[src/rtl/scp_pkg.sv]
package scp_pkg;
    localparam int SCP_DATA_W = 18;

    typedef enum logic {
        SEL_DATA = 1'b0,
        SEL_CTRL = 1'b1
    } reg_sel_e;
endpackage

[src/rtl/scp_sync.sv]
module scp_sync #(
    parameter int W = 1
) (
    input  logic         clk,
    input  logic         rst_n,
    input  logic [W-1:0] async_in,
    output logic [W-1:0] sync_out
);
    typedef struct packed {
        logic [W-1:0] meta;
        logic [W-1:0] stable;
    } sync_t;

    sync_t st_d, st_q;

    always_comb begin
        st_d.meta   = async_in;
        st_d.stable = st_q.meta;
    end

    always_ff @(posedge clk or negedge rst_n) begin
        if (!rst_n) st_q <= '0;
        else        st_q <= st_d;
    end

    assign sync_out = st_q.stable;
endmodule

[src/rtl/scp_shifter.sv]
module scp_shifter #(
    parameter int FRAME_W = 19
) (
    input  logic               clk,
    input  logic               rst_n,
    input  logic               shift_en,
    input  logic               out_en,
    input  logic               din,
    output logic [FRAME_W-1:0] frame,
    output logic               dout
);
    typedef struct packed {
        logic [FRAME_W-1:0] sr;
        logic               so;
    } shf_t;

    shf_t sh_d, sh_q;

    always_comb begin
        sh_d = sh_q;
        // new bits enter at the bottom; the oldest bit sits at the top
        if (shift_en) sh_d.sr = {sh_q.sr[FRAME_W-2:0], din};
        // the serial output follows the top bit on the serial clock's falling edge
        if (out_en)   sh_d.so = sh_q.sr[FRAME_W-1];
    end

    always_ff @(posedge clk or negedge rst_n) begin
        if (!rst_n) sh_q <= '0;
        else        sh_q <= sh_d;
    end

    assign frame = sh_q.sr;
    assign dout  = sh_q.so;
endmodule

[src/rtl/scp_regbank.sv]
module scp_regbank
    import scp_pkg::*;
#(
    parameter int DATA_W = 18,
    localparam int FRAME_W = DATA_W + 1
) (
    input  logic               clk,
    input  logic               rst_n,
    input  logic               commit,
    input  logic [FRAME_W-1:0] frame,
    input  logic               lock,
    output logic [DATA_W-1:0]  data_reg,
    output logic [DATA_W-1:0]  ctrl_reg,
    output logic               data_pulse,
    output logic               ctrl_pulse
);
    typedef struct packed {
        logic [DATA_W-1:0] dat;
        logic [DATA_W-1:0] ctl;
        logic              dp;
        logic              cp;
    } bank_t;

    bank_t bk_d, bk_q;
    reg_sel_e sel;
    logic [DATA_W-1:0] payload;

    assign sel     = reg_sel_e'(frame[0]);
    assign payload = frame[FRAME_W-1:1];

    always_comb begin
        bk_d    = bk_q;
        bk_d.dp = 1'b0;
        bk_d.cp = 1'b0;
        if (commit) begin
            if (sel == SEL_DATA) begin
                bk_d.dat = payload;
                bk_d.dp  = 1'b1;
            end else if (!lock) begin
                bk_d.ctl = payload;
                bk_d.cp  = 1'b1;
            end
        end
    end

    always_ff @(posedge clk or negedge rst_n) begin
        if (!rst_n) bk_q <= '0;
        else        bk_q <= bk_d;
    end

    assign data_reg   = bk_q.dat;
    assign ctrl_reg   = bk_q.ctl;
    assign data_pulse = bk_q.dp;
    assign ctrl_pulse = bk_q.cp;
endmodule

[src/rtl/serial_cfg_port.sv]
module serial_cfg_port
    import scp_pkg::*;
#(
    parameter int DATA_W = SCP_DATA_W
) (
    input  logic              clk,
    input  logic              pg_n,
    input  logic              ser_in,
    input  logic              ser_clk,
    input  logic              strobe_n,
    input  logic              ctrl_lock,
    output logic [DATA_W-1:0] data_reg,
    output logic [DATA_W-1:0] ctrl_reg,
    output logic              data_wr_pulse,
    output logic              ctrl_wr_pulse,
    output logic              ser_out
);
    localparam int FRAME_W = DATA_W + 1;
    localparam int N_SYNC  = 3;
    localparam int IDX_DAT = 0;
    localparam int IDX_CLK = 1;
    localparam int IDX_STB = 2;

    logic [N_SYNC-1:0] raw_pins, sync_pins;
    assign raw_pins = {strobe_n, ser_clk, ser_in};

    scp_sync #(.W(N_SYNC)) u_sync (
        .clk      (clk),
        .rst_n    (pg_n),
        .async_in (raw_pins),
        .sync_out (sync_pins)
    );

    typedef struct packed {
        logic clk_prev;
        logic stb_prev;
    } edge_t;

    edge_t eg_d, eg_q;
    logic sclk_rise, sclk_fall, stb_rise, shift_en;

    always_comb begin
        eg_d.clk_prev = sync_pins[IDX_CLK];
        eg_d.stb_prev = sync_pins[IDX_STB];
    end

    // the strobe's previous sample resets high, its resting level
    always_ff @(posedge clk or negedge pg_n) begin
        if (!pg_n) eg_q <= '{clk_prev: 1'b0, stb_prev: 1'b1};
        else       eg_q <= eg_d;
    end

    assign sclk_rise = sync_pins[IDX_CLK] & ~eg_q.clk_prev;
    assign sclk_fall = ~sync_pins[IDX_CLK] & eg_q.clk_prev;
    assign stb_rise  = sync_pins[IDX_STB] & ~eg_q.stb_prev;
    assign shift_en  = sclk_rise & ~sync_pins[IDX_STB];

    logic [FRAME_W-1:0] frame;

    scp_shifter #(.FRAME_W(FRAME_W)) u_shift (
        .clk      (clk),
        .rst_n    (pg_n),
        .shift_en (shift_en),
        .out_en   (sclk_fall),
        .din      (sync_pins[IDX_DAT]),
        .frame    (frame),
        .dout     (ser_out)
    );

    scp_regbank #(.DATA_W(DATA_W)) u_bank (
        .clk        (clk),
        .rst_n      (pg_n),
        .commit     (stb_rise),
        .frame      (frame),
        .lock       (ctrl_lock),
        .data_reg   (data_reg),
        .ctrl_reg   (ctrl_reg),
        .data_pulse (data_wr_pulse),
        .ctrl_pulse (ctrl_wr_pulse)
    );
endmodule

[config.mk]
export PLATFORM = sky130hd
export DESIGN_NAME = serial_cfg_port
export DESIGN_NICKNAME = d
export VERILOG_FILES = /design/src/rtl/scp_pkg.sv /design/src/rtl/scp_sync.sv /design/src/rtl/scp_shifter.sv /design/src/rtl/scp_regbank.sv /design/src/rtl/serial_cfg_port.sv
export SDC_FILE = /design/constraint.sdc
export NUM_CORES = 1
export LEC_CHECK = 0
export BUFFER_PORTS_ARGS = -buffer_cell sky130_fd_sc_hd__buf_2
export CAP_MARGIN = 5
export CELL_PAD_IN_SITES_DETAIL_PLACEMENT = 0
export CELL_PAD_IN_SITES_GLOBAL_PLACEMENT = 2
export CORE_ASPECT_RATIO = 1.2
export CORE_MARGIN = 4
export CORE_UTILIZATION = 38
export CTS_BUF_LIST = sky130_fd_sc_hd__clkbuf_2
export DETAILED_ROUTE_END_ITERATION = 10
export GPL_TIMING_DRIVEN = 0
export PLACE_DENSITY_LB_ADDON = 0.1
export SYNTH_ARGS = -nofsm -noshare
export SYNTH_HDL_FRONTEND = slang
export SYNTH_HIERARCHICAL = 1
export SYNTH_SLANG_ARGS = --single-unit
[constraint.sdc]
create_clock -name clk -period 1.3 [get_ports clk]
set_input_delay 0 -clock clk [delete_from_list [all_inputs] [get_ports clk]]
set_output_delay 0 -clock clk [all_outputs]
set_load 0.1 [all_outputs]
# [Word level (Yosys, flattened, before mapping)]
# Index checks and enable logic that the tools add are counted.
[classes] mux=4 bitwise_logic=10 n_reduce_logical=2
[ops] cell="inverter 1 bit" n=6
[ops] cell="bitwise AND 1 bit" n=4
[ops] cell="2-to-1 mux 1 bit" n=3
[ops] cell="AND reduction 3 bit" n=1
[ops] cell="2-to-1 mux 2 bit" n=1
[ops] cell="AND reduction 2 bit" n=1
[totals] regBits=66 input_bits=6

# [Longest topological paths before layout]
[depth] depth_word=3 depth_mapped=5 mapped_depth_nobuf=3

# [Cells and area by module]
# The synthesis kept the hierarchy.
[modules_own_cells] mod="scp_regbank" n_inst=1 cells_per_inst=81 area_each_um2=1498.9 seq_area_each_um2=950.9
[modules_own_cells] mod="scp_shifter" n_inst=1 cells_per_inst=42 area_each_um2=794.5 seq_area_each_um2=500.5
[modules_own_cells] mod="scp_sync" n_inst=1 cells_per_inst=6 area_each_um2=150.1 seq_area_each_um2=150.1
[modules_own_cells] mod="serial_cfg_port" n_inst=1 cells_per_inst=5 area_each_um2=78.8 seq_area_each_um2=51.3

# [Worst setup path after synthesis]
# OpenSTA, ideal clock, no wires.
[synth_path] path_type="reg2reg" from="reg u_sync.st_q, in the netlist u_sync/sync_out[2]" to="reg u_bank.bk_q, in the netlist u_bank/data_reg[1]" arrival_ns=1.251 required_ns=1.174 slack_ns=-0.077 path_stages_with_launch=6 path_buffers=2 period_less_slack_ns=1.377 path_cell_list="dfrtp_1 nor2b_1 nor2b_1 buf_6 buf_8 mux2_4"
[synth_between] elab_chain_cells=2
[synth_lines] element="start: declaration" line_no="scp_sync.sv:14" source="sync_t st_d, st_q;"
[synth_lines] element="start signal: assignment" line_no="scp_sync.sv:23" source="else st_q <= st_d;"
[synth_lines] element="bitwise AND 1 bit" line_no="serial_cfg_port.sv:55" source="assign stb_rise = sync_pins[IDX_STB] & ~eg_q.stb_prev;"
[synth_lines] element="net stb_rise" line_no="serial_cfg_port.sv:40" source="logic sclk_rise, sclk_fall, stb_rise, shift_en;"
[synth_lines] element="AND reduction 2 bit (no line)"
[synth_lines] element="end signal: assignment" line_no="scp_regbank.sv:48" source="else bk_q <= bk_d;"
[synth_lines] element="end: declaration" line_no="scp_regbank.sv:24" source="bank_t bk_d, bk_q;"
# The timed path passes the listed nets, and every way through them passes these cells.
# A chain may end at the register's enable or synchronous reset.

# [Worst setup path after layout]
[layout_path] from="reg u_sync.st_q, in the netlist u_sync/sync_out[2]" to="reg u_shift.sh_q, in the netlist u_shift/frame[17]"
[layout_between] elab_chain_cells=2
[layout_lines] element="inverter 1 bit" line_no="serial_cfg_port.sv:56" source="assign shift_en = sclk_rise & ~sync_pins[IDX_STB];"
[layout_lines] element="bitwise AND 1 bit" line_no="serial_cfg_port.sv:56"
[layout_lines] element="net shift_en" line_no="serial_cfg_port.sv:40"
[layout_lines] element="end signal: assignment" line_no="scp_shifter.sv:28" source="if (!rst_n) sh_q <= '0;"
[layout_lines] element="end signal: assignment" line_no="scp_shifter.sv:29" source="else sh_q <= sh_d;"
[layout_lines] element="end: declaration" line_no="scp_shifter.sv:17" source="shf_t sh_d, sh_q;"
# The timed path passes the listed nets, and every way through them passes these cells.

==> results.md <==
* Tightest Hold Check Type: input port to register
* GPL Wtd Cong at 0.694
* Worst Path Max Fanout at 10
* RSZ-0062 raised after global routing: true
* Placement Setup Slack at -0.222 ns
* Ant diodes at 0
* Initial antenna violation count at 0
* Die X-Extent at 82.4 um
* Clk slew on worst S/H paths at 0.16 ns
* Crit path time final at 1.46 ns
* Clock sink total at 66
* Detail Route Antenna Nets at 0
* Worst flop-to-flop path startpoint: u_sync/sync_out[2]
* Crit start category: register
* Family with the most delay on the worst path: flip-flops
* Data required, critical path at 1.66 ns
* Crit Path Category: register to register
* Sequential area share after synthesis at 65.5%
* Worst Skew at 0.0359 ns
* Primary FF master, synth: dfrtp_1
* Gate Count Post-Synth at 134
* Stages on the worst setup path at 5
* Initial drt markers at 40
* Peak supply drop at 0.00209 V
* Buffers on Ports at 44
* Area leader, netlist: dfrtp_1
* R2R setup slack at -0.16 ns
* Pwr dens at 1880 nW/um^2
* Global-route wire length before repair at 7280 um
* CP peak stage delay at 0.44 ns
* Clock group share of total power at 18.0%
* FP Rows at 32
* Crit Reg-Reg Endpoint: u_shift/frame[17]
* Endpoints failing hold at 0
* WL/cell at 15.5 um
* CP Capture Point: u_shift/frame[17]
* Unique masters post-synth at 12
* Die area at 8010 um^2
* Setup-failing EPs final at 54
* DRC errors left at 0
* Reg2Reg Depth at 5
* Critical path, cell by cell: buf_6 > nor3b_2 > buf_6 > buf_12 > mux2_4
* Synth Register Bits at 66
* Via count at 1,344
* Ports at 45
* CTS buffer count at 9
* Starting Density at 39.1%
* Routed WL at 4580 um
* Status: finished, violations left
* Synth top area cells: dfrtp_1, mux2_4, mux2_2
* Core ar. at 6450 um^2
* Worst setup EP type: register
* Finished Cell Area at 3410 um^2
* Worst Path Arrival at 1.81 ns
* Area Overhead vs Synth at 35.2%
* Avg Cell Area, Syn at 18.8 um^2
* Share of cells above drive strength 1 at 66.4%
* Fin nets at 212
* Total grt overflow at 0
* Die height at 97.3 um
* Reg power frac at 41.4%
* Max Cap Viol at 0
* Filler cells at 564
* Placed Area at 2870 um^2
* Vias in the first global route at 1,416
* Max reg flops at 19
* Crit-path slowest cell: dfrtp_1
* Commonest cells post-synth: dfrtp_1, mux2_2, mux2_4, buf_6
* Final worst setup slack at -0.156 ns
* Vias/cell at 4.54
* Fin util at 52.9%
* Clock latency on the worst-skew pair at 0.48 ns
* Most numerous cell in the Yosys netlist: dfrtp_1
* Worst Tran Pin Value at 0.759 ns
* Largest net degree at the start of global routing at 35
* Clk root buf: clkbuf_2
* Part of the power in combinational logic at 40.6%
* CTS Buffer Depth at 2
* Post-synth top area share at 64.5%
* Leakage dissipation at 1.79 nW
* Syn Nets at 140
* Cell repeated most along the worst path: buf_6
* Post-DP HPWL at 2810 um
* Violated checks: negative setup slack
* Slew Viols, Final at 0
* CTS tree: done
* Synthesized cell area at 2520 um^2
* Total Routing Usage GR at 12.3%
* H-tree depth at 3
* Async SR Flop Fraction at 100%
* Switching fraction of total power at 42.9%
* Buf+Inv Stages, Crit Path at 3
* Net Sw Power at 2.75 mW
* Final Cycle Share at 112%
* Slew Limit Headroom at 49.4%
* CP startpoint: u_sync/sync_out[2]
* Yosys warns at 6
* DRT Pass-1 Iters at 4
* Post-synth EDFFs at 0
* Pint at 3.67 mW
* WHS at 0.0899 ns
* FMAX at 0.687 GHz
routing by layer:
| metal | vias to the layer above | wire, um | track usage (%) |
|---|---|---|---|
| met5 | - | 0 | 0 |
| met4 | 0 | 70 | 6.14 |
| met3 | 10 | 213 | 4.82 |
| met2 | 35 | 2190 | 17.7 |
| met1 | 690 | 2110 | 15.8 |
| li1 | 609 | - | - |
power groups by stage:
stage               Combinational, mW  Clock [mW]  Sequential [mW]
finish                           2.61        1.15             2.66
global route                     2.69        1.28             2.72
CTS                              2.54        1.20             2.64
detailed placement               2.30           0             2.67
global placement                 2.28           0             2.64
floorplan                       0.462           0             4.09
repair_timing:
item                                    4_1_cts  5_1_grt
endpoints found under the setup margin       79       56
gates resized for setup                      50       24
setup buffers                                 8        2
cloned                                        1        1
endpoints found under the hold margin        35        0
pin swaps                                     1        1
hold buffers                                  4        0
layout make-up:
cell class / count / area, um^2 / area share, %
multi-input combinational: 61 / 890 / 26.1
sequential: 66 / 1650 / 48.5
clock buffer: 13 / 65.1 / 1.91
inverter: 1 / 3.75 / 0.110
buffer: 6 / 93.8 / 2.75
clock inverter: 3 / 40.0 / 1.17
tap: 85 / 106 / 3.12
timing repair buffer: 61 / 558 / 16.4
layout by cell type (no fill, tap or decap):
cell,count
nor3b_2,1
buf_4,41
bufinv_16,1
dfstp_2,1
mux2_2,2
buf_12,7
dlygate4sd3_1,4
clkinv_2,2
clkbuf_16,1
nor2b_4,2
and2b_2,1
clkbuf_2,13
nand3b_1,1
dfrtp_1,65
buf_16,1
buf_6,7
mux2_4,54
inv_1,1
buf_2,5
clkbuf_4,1
worst reg2reg max path: stages, from the launching register on:
cell,delay (ns)
dfrtp_1,0.44
buf_6,0.13
nor3b_2,0.18
buf_6,0.15
buf_12,0.15
mux2_4,0.31
cell families (layout without fill, tap and decap cells):
| logic type | Yosys count | in the layout | synth area share (%) |
|---|---|---|---|
| flops | 66 | 66 | 65.5 |
| mux | 56 | 56 | 29.2 |
| buf+inv | 7 | 84 | 3.67 |
| simple gates | 5 | 5 | 1.64 |
per-stage QoR:
| stage | instances | total power [mW] | TNS, ns |
|---|---|---|---|
| floorplan | 134 | 4.56 | -0.684 |
| global placement | 263 | 4.92 | -3.62 |
| detailed placement | 264 | 4.97 | -4.04 |
| CTS | 293 | 6.39 | -5.80 |
| global route | 296 | 6.69 | -9.25 |
| finish | 296 | 6.42 | -5.80 |
worst min-delay path by stage:
stage	startpoint	to	slack, ns	cells past startpoint
after global routing	ctrl_lock	u_bank/ctrl_pulse	0.06	5
final	ctrl_lock	u_bank/ctrl_pulse	0.09	5
after CTS	ctrl_lock	u_bank/ctrl_pulse	0.02	5
after floorplan	pg_n	eg_q[1]	-0.30	0
after detailed placement	pg_n	u_bank/ctrl_reg[8]	0.11	1
after global placement	ser_clk	u_sync/st_d[1]	0.11	1
(Power assumes the default switching activity.)
